File: config.mk
export PLATFORM = sky130hd
export DESIGN_NAME = spi_fifo_irq_unit
export DESIGN_NICKNAME = d
export VERILOG_FILES = /design/src/rtl/spi_fifo_irq_pkg.sv /design/src/rtl/fifo_occupancy.sv /design/src/rtl/fifo_ctrl_regs.sv /design/src/rtl/irq_status_bank.sv /design/src/rtl/spi_fifo_irq_unit.sv
export SDC_FILE = /design/constraint.sdc
export NUM_CORES = 1
export LEC_CHECK = 0
export ABC_CLOCK_PERIOD_IN_PS = 2300
export BUFFER_PORTS_ARGS = -buffer_cell sky130_fd_sc_hd__buf_2
export CORE_ASPECT_RATIO = 0.8
export CORE_UTILIZATION = 45
export CTS_CLUSTER_DIAMETER = 50
export DETAILED_ROUTE_END_ITERATION = 6
export PLACE_DENSITY = 0.72
export RECOVER_POWER = 50
export SKIP_LAST_GASP = 1
export SYNTH_ARGS = -nofsm -noshare
export SYNTH_HDL_FRONTEND = slang
export SYNTH_SLANG_ARGS = --single-unit
File: constraint.sdc
create_clock -name clk -period 2.3 [get_ports clk]
set_input_delay 0.115 -clock clk [delete_from_list [all_inputs] [get_ports clk]]
set_output_delay 0.115 -clock clk [all_outputs]
set_load 0.005 [all_outputs]
File: src/rtl/spi_fifo_irq_pkg.sv
// Shared constants for the FIFO status and interrupt unit: register
// addresses, status bit positions and the masks that group the bits.
package spi_fifo_irq_pkg;
    localparam int DATA_W  = 32;
    localparam int ADDR_W  = 3;
    localparam int FIELD_W = 8;
    localparam int STAT_W  = 14;

    localparam logic [ADDR_W-1:0] ADR_CTRL  = 3'd0;
    localparam logic [ADDR_W-1:0] ADR_LEVEL = 3'd1;
    localparam logic [ADDR_W-1:0] ADR_IEN   = 3'd2;
    localparam logic [ADDR_W-1:0] ADR_IST   = 3'd3;
    localparam logic [ADDR_W-1:0] ADR_TXD   = 3'd4;
    localparam logic [ADDR_W-1:0] ADR_RXD   = 3'd5;

    localparam int ST_RX_REQ  = 0;
    localparam int ST_RX_EMP  = 1;
    localparam int ST_RX_FULL = 2;
    localparam int ST_TX_REQ  = 4;
    localparam int ST_TX_EMP  = 5;
    localparam int ST_TX_FULL = 6;
    localparam int ST_RX_OVF  = 8;
    localparam int ST_RX_UDR  = 9;
    localparam int ST_TX_OVF  = 10;
    localparam int ST_TX_UDR  = 11;
    localparam int ST_DONE    = 12;
    localparam int ST_CS_OFF  = 13;

    localparam logic [STAT_W-1:0] LEVEL_MASK = 14'h0077;
    localparam logic [STAT_W-1:0] EVENT_MASK = 14'h3F00;
    localparam logic [STAT_W-1:0] VALID_MASK = LEVEL_MASK | EVENT_MASK;
endpackage

File: src/rtl/fifo_occupancy.sv
// Occupancy model of one byte FIFO. It holds only the count, not the data.
// Assumes push and pop are single-cycle strobes. A flush clears the count
// and suppresses every other effect of that cycle. A push when full and a
// pop when empty are dropped and reported as one-cycle event pulses.
module fifo_occupancy #(
    parameter int DEPTH = 64,
    localparam int CNT_W = $clog2(DEPTH + 1)
) (
    input  logic             clk,
    input  logic             rst_n,
    input  logic             flush,
    input  logic             push,
    input  logic             pop,
    output logic [CNT_W-1:0] cnt,
    output logic             full,
    output logic             empty,
    output logic             overrun,
    output logic             underrun
);
    localparam logic [CNT_W-1:0] CNT_MAX = CNT_W'(DEPTH);

    logic [CNT_W-1:0] cnt_q;
    logic [CNT_W-1:0] cnt_nxt;

    assign full     = (cnt_q == CNT_MAX);
    assign empty    = (cnt_q == '0);
    assign overrun  = push && full && !flush;
    assign underrun = pop && empty && !flush;
    assign cnt      = cnt_q;

    // Next count: accepted push adds one, accepted pop removes one.
    always_comb begin
        cnt_nxt = cnt_q;
        if (push && !full) cnt_nxt = cnt_nxt + CNT_W'(1);
        if (pop && !empty) cnt_nxt = cnt_nxt - CNT_W'(1);
    end

    // Count register with flush taking priority over traffic.
    always_ff @(posedge clk) begin
        if (!rst_n)     cnt_q <= '0;
        else if (flush) cnt_q <= '0;
        else            cnt_q <= cnt_nxt;
    end

    AST_CNT_BOUND: assert property (@(posedge clk) disable iff (!rst_n)
        cnt_q <= CNT_MAX);
    AST_FULL_DROP: assert property (@(posedge clk) disable iff (!rst_n)
        (full && push && !pop && !flush) |=> (cnt_q == CNT_MAX));
    AST_EMPTY_POP: assert property (@(posedge clk) disable iff (!rst_n)
        (empty && pop && !push && !flush) |=> (cnt_q == '0));
    AST_FLUSH_ZERO: assert property (@(posedge clk) disable iff (!rst_n)
        flush |=> (cnt_q == '0));
endmodule

File: src/rtl/fifo_ctrl_regs.sv
// Control register: the two trigger levels and the flush bits.
// Assumes the caller decodes the write strobe. A flush bit stays high for
// exactly the one cycle after the write that sets it, so the bit clears itself.
module fifo_ctrl_regs #(
    parameter int FIELD_W = 8,
    parameter logic [FIELD_W-1:0] TX_TRIG_RST = 8'd48,
    parameter logic [FIELD_W-1:0] RX_TRIG_RST = 8'd16
) (
    input  logic               clk,
    input  logic               rst_n,
    input  logic               wr,
    input  logic [FIELD_W-1:0] tx_trig_wd,
    input  logic [FIELD_W-1:0] rx_trig_wd,
    input  logic               tx_flush_wd,
    input  logic               rx_flush_wd,
    output logic [FIELD_W-1:0] tx_trig,
    output logic [FIELD_W-1:0] rx_trig,
    output logic               tx_flush,
    output logic               rx_flush
);
    // Trigger levels load on a control write.
    always_ff @(posedge clk) begin
        if (!rst_n) begin
            tx_trig <= TX_TRIG_RST;
            rx_trig <= RX_TRIG_RST;
        end else if (wr) begin
            tx_trig <= tx_trig_wd;
            rx_trig <= rx_trig_wd;
        end
    end

    // Flush requests last one cycle and then drop.
    always_ff @(posedge clk) begin
        if (!rst_n) begin
            tx_flush <= 1'b0;
            rx_flush <= 1'b0;
        end else begin
            tx_flush <= wr && tx_flush_wd;
            rx_flush <= wr && rx_flush_wd;
        end
    end

    AST_TX_FLUSH_ONCE: assert property (@(posedge clk) disable iff (!rst_n)
        (tx_flush && !wr) |=> !tx_flush);
    AST_RX_FLUSH_ONCE: assert property (@(posedge clk) disable iff (!rst_n)
        (rx_flush && !wr) |=> !rx_flush);
    AST_TRIG_HOLD: assert property (@(posedge clk) disable iff (!rst_n)
        !wr |=> ($stable(tx_trig) && $stable(rx_trig)));
endmodule

File: src/rtl/irq_status_bank.sv
// Sticky status bits, enable mask and interrupt output.
// Assumes set_vec carries level conditions at level positions and one-cycle
// pulses at event positions. A write-one clear beats a level set for one
// cycle, but an event set beats its clear so no event is lost.
module irq_status_bank #(
    parameter int STAT_W = 14,
    parameter logic [STAT_W-1:0] LEVEL_BITS = 14'h0077,
    parameter logic [STAT_W-1:0] EVENT_BITS = 14'h3F00
) (
    input  logic              clk,
    input  logic              rst_n,
    input  logic [STAT_W-1:0] set_vec,
    input  logic              clr_wr,
    input  logic [STAT_W-1:0] clr_wd,
    input  logic              en_wr,
    input  logic [STAT_W-1:0] en_wd,
    output logic [STAT_W-1:0] status,
    output logic [STAT_W-1:0] enable,
    output logic              irq
);
    localparam logic [STAT_W-1:0] KEEP_BITS = LEVEL_BITS | EVENT_BITS;

    logic [STAT_W-1:0] clr_vec;
    logic [STAT_W-1:0] status_nxt;

    assign clr_vec = clr_wr ? clr_wd : '0;

    // Merge old flags, clears, level sets and event sets.
    always_comb begin
        status_nxt = (status & ~clr_vec)
                   | (set_vec & LEVEL_BITS & ~clr_vec)
                   | (set_vec & EVENT_BITS);
    end

    // Status register.
    always_ff @(posedge clk) begin
        if (!rst_n) status <= '0;
        else        status <= status_nxt;
    end

    // Enable register, implemented bit positions only.
    always_ff @(posedge clk) begin
        if (!rst_n)     enable <= '0;
        else if (en_wr) enable <= en_wd & KEEP_BITS;
    end

    // Interrupt line from enabled flags.
    assign irq = |(status & enable);

    AST_LEVEL_CLR_WINS: assert property (@(posedge clk) disable iff (!rst_n)
        clr_wr |=> ((status & $past(clr_wd & LEVEL_BITS)) == '0));
    AST_NO_SILENT_DROP: assert property (@(posedge clk) disable iff (!rst_n)
        !clr_wr |=> (($past(status) & ~status) == '0));
    AST_EVENT_KEPT: assert property (@(posedge clk) disable iff (!rst_n)
        ((set_vec & EVENT_BITS) != '0) |=>
        ((status & $past(set_vec & EVENT_BITS)) == $past(set_vec & EVENT_BITS)));
endmodule

File: src/rtl/spi_fifo_irq_unit.sv
// Top of the FIFO status and interrupt unit. It decodes the register port,
// feeds the two occupancy models, builds the status set vector and registers
// read data. Assumes at most one of reg_wr and reg_rd is high per cycle and
// that DEPTH fits in an 8-bit count field.
module spi_fifo_irq_unit
    import spi_fifo_irq_pkg::*;
#(
    parameter int DEPTH = 64
) (
    input  logic              clk,
    input  logic              rst_n,
    input  logic              reg_wr,
    input  logic              reg_rd,
    input  logic [ADDR_W-1:0] reg_addr,
    input  logic [DATA_W-1:0] reg_wdata,
    output logic [DATA_W-1:0] reg_rdata,
    input  logic              eng_tx_pop,
    input  logic              eng_rx_push,
    input  logic              eng_xfer_done,
    input  logic              eng_cs_inactive,
    output logic              irq
);
    localparam int CNT_W = $clog2(DEPTH + 1);
    localparam logic [FIELD_W-1:0] TX_TRIG_RST = FIELD_W'(3 * DEPTH / 4);
    localparam logic [FIELD_W-1:0] RX_TRIG_RST = FIELD_W'(DEPTH / 4);

    logic ctrl_wr, ien_wr, ist_wr, txd_wr, rxd_rd;
    logic [FIELD_W-1:0] tx_trig, rx_trig;
    logic tx_flush, rx_flush;
    logic [CNT_W-1:0] tx_cnt, rx_cnt;
    logic tx_full, tx_empty, tx_ovf, tx_udr;
    logic rx_full, rx_empty, rx_ovf, rx_udr;
    logic [FIELD_W-1:0] tx_cnt_f, rx_cnt_f;
    logic [STAT_W-1:0] set_vec, status, enable;
    logic [DATA_W-1:0] rd_mux;
    logic unused_wdata;

    assign unused_wdata = ^{reg_wdata[30:24], reg_wdata[14]};

    // Register strobe decode.
    always_comb begin
        ctrl_wr = reg_wr && (reg_addr == ADR_CTRL);
        ien_wr  = reg_wr && (reg_addr == ADR_IEN);
        ist_wr  = reg_wr && (reg_addr == ADR_IST);
        txd_wr  = reg_wr && (reg_addr == ADR_TXD);
        rxd_rd  = reg_rd && (reg_addr == ADR_RXD);
    end

    fifo_ctrl_regs #(
        .FIELD_W     (FIELD_W),
        .TX_TRIG_RST (TX_TRIG_RST),
        .RX_TRIG_RST (RX_TRIG_RST)
    ) u_ctrl (
        .clk         (clk),
        .rst_n       (rst_n),
        .wr          (ctrl_wr),
        .tx_trig_wd  (reg_wdata[23:16]),
        .rx_trig_wd  (reg_wdata[7:0]),
        .tx_flush_wd (reg_wdata[31]),
        .rx_flush_wd (reg_wdata[15]),
        .tx_trig     (tx_trig),
        .rx_trig     (rx_trig),
        .tx_flush    (tx_flush),
        .rx_flush    (rx_flush)
    );

    fifo_occupancy #(.DEPTH(DEPTH)) u_tx_occ (
        .clk      (clk),
        .rst_n    (rst_n),
        .flush    (tx_flush),
        .push     (txd_wr),
        .pop      (eng_tx_pop),
        .cnt      (tx_cnt),
        .full     (tx_full),
        .empty    (tx_empty),
        .overrun  (tx_ovf),
        .underrun (tx_udr)
    );

    fifo_occupancy #(.DEPTH(DEPTH)) u_rx_occ (
        .clk      (clk),
        .rst_n    (rst_n),
        .flush    (rx_flush),
        .push     (eng_rx_push),
        .pop      (rxd_rd),
        .cnt      (rx_cnt),
        .full     (rx_full),
        .empty    (rx_empty),
        .overrun  (rx_ovf),
        .underrun (rx_udr)
    );

    assign tx_cnt_f = FIELD_W'(tx_cnt);
    assign rx_cnt_f = FIELD_W'(rx_cnt);

    // Status set sources: level conditions from current counts, event pulses.
    always_comb begin
        set_vec             = '0;
        set_vec[ST_RX_REQ]  = (rx_cnt_f >= rx_trig);
        set_vec[ST_RX_EMP]  = rx_empty;
        set_vec[ST_RX_FULL] = rx_full;
        set_vec[ST_TX_REQ]  = (tx_cnt_f <= tx_trig);
        set_vec[ST_TX_EMP]  = tx_empty;
        set_vec[ST_TX_FULL] = tx_full;
        set_vec[ST_RX_OVF]  = rx_ovf;
        set_vec[ST_RX_UDR]  = rx_udr;
        set_vec[ST_TX_OVF]  = tx_ovf;
        set_vec[ST_TX_UDR]  = tx_udr;
        set_vec[ST_DONE]    = eng_xfer_done;
        set_vec[ST_CS_OFF]  = eng_cs_inactive;
    end

    irq_status_bank #(
        .STAT_W     (STAT_W),
        .LEVEL_BITS (LEVEL_MASK),
        .EVENT_BITS (EVENT_MASK)
    ) u_bank (
        .clk     (clk),
        .rst_n   (rst_n),
        .set_vec (set_vec),
        .clr_wr  (ist_wr),
        .clr_wd  (reg_wdata[STAT_W-1:0]),
        .en_wr   (ien_wr),
        .en_wd   (reg_wdata[STAT_W-1:0]),
        .status  (status),
        .enable  (enable),
        .irq     (irq)
    );

    // Read-back selection; data windows read as zero.
    always_comb begin
        rd_mux = '0;
        case (reg_addr)
            ADR_CTRL:  rd_mux = {tx_flush, 7'd0, tx_trig, rx_flush, 7'd0, rx_trig};
            ADR_LEVEL: rd_mux = {8'd0, tx_cnt_f, 8'd0, rx_cnt_f};
            ADR_IEN:   rd_mux = {{(DATA_W-STAT_W){1'b0}}, enable};
            ADR_IST:   rd_mux = {{(DATA_W-STAT_W){1'b0}}, status};
            default:   rd_mux = '0;
        endcase
    end

    // Registered read data.
    always_ff @(posedge clk) begin
        if (!rst_n)      reg_rdata <= '0;
        else if (reg_rd) reg_rdata <= rd_mux;
    end

    AST_RDATA_HOLD: assert property (@(posedge clk) disable iff (!rst_n)
        !reg_rd |=> $stable(reg_rdata));
    AST_IRQ_NEEDS_EN: assert property (@(posedge clk) disable iff (!rst_n)
        (enable == '0) |-> !irq);
endmodule

==> results.cfg <==
[clocking]
cts_made_buffers = 9
htree_levels = 3
clockRootBuffer = clkbuf_16
clk_latency_ps = 340
cts_sinks = 82
cts_tree = done
cts_buffer_depth = 2
clk_pin_slew_ps = 70

[final_layout]
fin_area_sq_mm = 0.00512
layout.nets = 646
instances_no_fill = 703
num_antenna_cells = 0
area_growth_pct = 21.4
drive_gt1_share_pct = 16.8
final_common_cell = dfxtp_1
layout_common_cells = 81 x dfxtp_1, 72 x nand2_1, 62 x nor2_1

[placement]
portBuffers = 59
dp.cells = 674
postPlaceCellArea_sq_mm = 0.00471
routabilityCongestion = 0.925
preCtsSetupSlack_ps = 44.1
hpwl_microns = 8220

[critical_path]
r2r_cells = 9
cpPeakStageDelay_ps = 480
cp.arrival_ps = 2500
start_kind = register
cp.required_ps = 2520
cp_max_fo = 3
critPathKind = register to register
cp_slowest_cell = or4b_4
endpoint_kind = register
crit_path_cell_trace = inv_2, ha_4, or4b_4, o31ai_4, mux2i_1, ha_2, nand4_1, xnor2_1, nor2_1

[global_route]
grt_pass1_vias = 3574
gr-total-overflow = 0
grt_antenna_before_repair = 0
grt_use_total_pct = 24.4
grt_pass1_wl_microns = 18000
grt_max_degree = 51

[route]
drt-wirelength-per-cell_microns = 16.3
avgViaCountPerCell = 5.64
vias = 3963
first_pass_iters = 5
postRouteAntennaNets = 0
drtIter0Drc = 287
wl_microns = 11500
drc = 0

[synth]
synth_edf_count = 0
synthXorXnorAreaFrac_pct = 4.36
synthSimpleGateAreaFrac_pct = 21.2
ys_ff_latch = 82
synthFlopType = dfxtp_1
muxShareOfSynthArea_pct = 7.80
synth_top_family_by_area = simple AND/OR/NAND/NOR gates
synth_fa_ha_area_share_pct = 5.93
synthArstFlopShare_pct = 0
ys_seq_area_share_pct = 38.9
synth-compound-area-share_pct = 15.7
synthCells = 504
synth.distinct_cells = 48
synth_area_sq_mm = 0.00422
yosys_warnings = 0
syn_avg_cell_area_sq_um = 8.37

[timing]
worst_slack_ps = 21.9
fin_skew_ps = 9.07
fin_crit_sh_pct = 99.0
finalMaxSlewViolations = 0
tightest_slew_ps = 864
hold_viol_final = 0
setup_viol = 0
min_period_ps = 2280
rsz0062_at_grt = yes
fmax_mhz = 439
slew_headroom_pct = 42.4

[power]
pwr-share-comb_pct = 28.3
p_int_mw = 2.99
power.density_mw_per_mm2 = 852
swShare_pct = 31.5
seqPwrFrac_pct = 37.2
vdd_ir_drop_max_mv = 0.421
p_leak_nw = 2.05
p_switching_mw = 1.37
p_clk_share_pct = 34.4

[die]
rows = 31
io_pins = 76
initial_core_util_pct = 46.5
die_y_microns = 88.6
die_w_microns = 110
coreArea_sq_mm = 0.00908
dieArea_sq_mm = 0.00977

[outcome]
outcome = finished, final reports clean

[run]
cap_viol_max_count = 0

[min_path]
holdPathStages = 2
hold_path.class = input port to register
-- path summary, 6_finish.rpt --
| path | slack, ps | to | startpoint |
|---|---|---|---|
| max | 20 | u_rx_occ.cnt[6] | u_rx_occ.cnt[0] |
| min | 8 | u_bank.status[2] | reg_wdata[2] |
| max reg2reg | 20 | u_rx_occ.cnt[6] | u_rx_occ.cnt[0] |
| min reg2reg | 430 | u_bank.status[7] | u_bank.status[7] |
-- timing repair --
| item | 4_1_cts | 5_1_grt |
|---|---|---|
| endpoints found under the setup margin | 0 | 6 |
| gates resized for setup | 0 | 9 |
| buffers inserted | 0 | 3 |
| hold endpoints to repair | 10 | 0 |
| hold buffers | 10 | 0 |
-- cell type report --
cell class | instances | area [sq um]
inverters | 23 | 86.3
clock inverters | 6 | 71.3
well taps | 115 | 144
flip-flops and latches | 82 | 1640
fillers | 821 | 3960
repair buffers | 97 | 562
multi-input cells | 370 | 2370
clock buffers | 10 | 239
-- stage by stage --
step / setup TNS (ps) / hold WS (ps) / utilization [%] / total power, mW
after floorplan: 0 / 202 / - / 2.44
after global placement: 0 / 301 / 51.8 / 2.78
after detailed placement: 0 / 314 / 51.8 / 2.81
after CTS: 0 / 3.42 / 56.4 / 4.32
after global routing: -307 / 13.3 / 56.4 / 4.57
final: 0 / 8.49 / 56.4 / 4.36
-- logic make-up (layout without fill, tap and decap cells) --
kind of cell	after synthesis	after routing
AND/OR/NAND/NOR	195	195
AO/OA/AOI/OAI	101	101
flip-flops	82	82
buffers and inverters	59	136
multiplexers	25	25
XOR/XNOR	21	21
adder cells (fa/ha/maj)	20	20
other	1	8
-- synth_stat cells, drive strengths merged (7+ instances only) --
library cell	instances	share of area [%]
a211oi	8	1.5
a21oi	51	6.1
a22oi	8	1.4
buf	18	2.4
clkbuf	18	1.6
dfxtp	82	39
ha	20	5.9
inv	22	2.0
mux2i	19	4.5
nand2	72	6.4
nand2b	7	1.0
nand3	14	1.7
nand4	9	1.3
nor2	63	5.6
nor3	7	0.83
xnor2	13	2.7
xor2	8	1.7
-- worst max-delay path, delay by kind of cell (launching register included) --
family | cells | cell delay, ps
xor gates and xnor gates | 1 | 160
buffers and inverters | 1 | 70
DFF | 1 | 320
muxes | 1 | 290
AOI/OAI and AO/OA | 1 | 340
adders and majority gates | 2 | 350
and+or+nand+nor | 3 | 630
-- power groups by stage --
stage / Clock (mW) / Sequential (mW) / Combinational [mW]
final: 1.50 / 1.62 / 1.24
after CTS: 1.52 / 1.62 / 1.18
after global placement: 0 / 1.64 / 1.14
after global routing: 1.58 / 1.63 / 1.37
after detailed placement: 0 / 1.65 / 1.16
after floorplan: 0 / 1.64 / 0.799
-- per-layer routing --
| metal | GRT usage, % | wire length, microns | up-vias |
|---|---|---|---|
| li1 | - | - | 1887 |
| met1 | 33.9 | 5230 | 1871 |
| met2 | 37.9 | 5050 | 186 |
| met3 | 6.19 | 1040 | 19 |
| met4 | 6.10 | 146 | 0 |
| met5 | 0 | 0 | - |
-- flip-flops by register name, indices dropped and copies added, names as in the netlist --
register,cells
reg_rdata,24
u_bank.enable,12
u_bank.status,14
u_ctrl.rx_flush,1
u_ctrl.rx_trig,8
u_ctrl.tx_flush,1
u_ctrl.tx_trig,8
u_rx_occ.cnt,7
u_tx_occ.cnt,7
No activity file was read; power rests on OpenSTA's default activity.
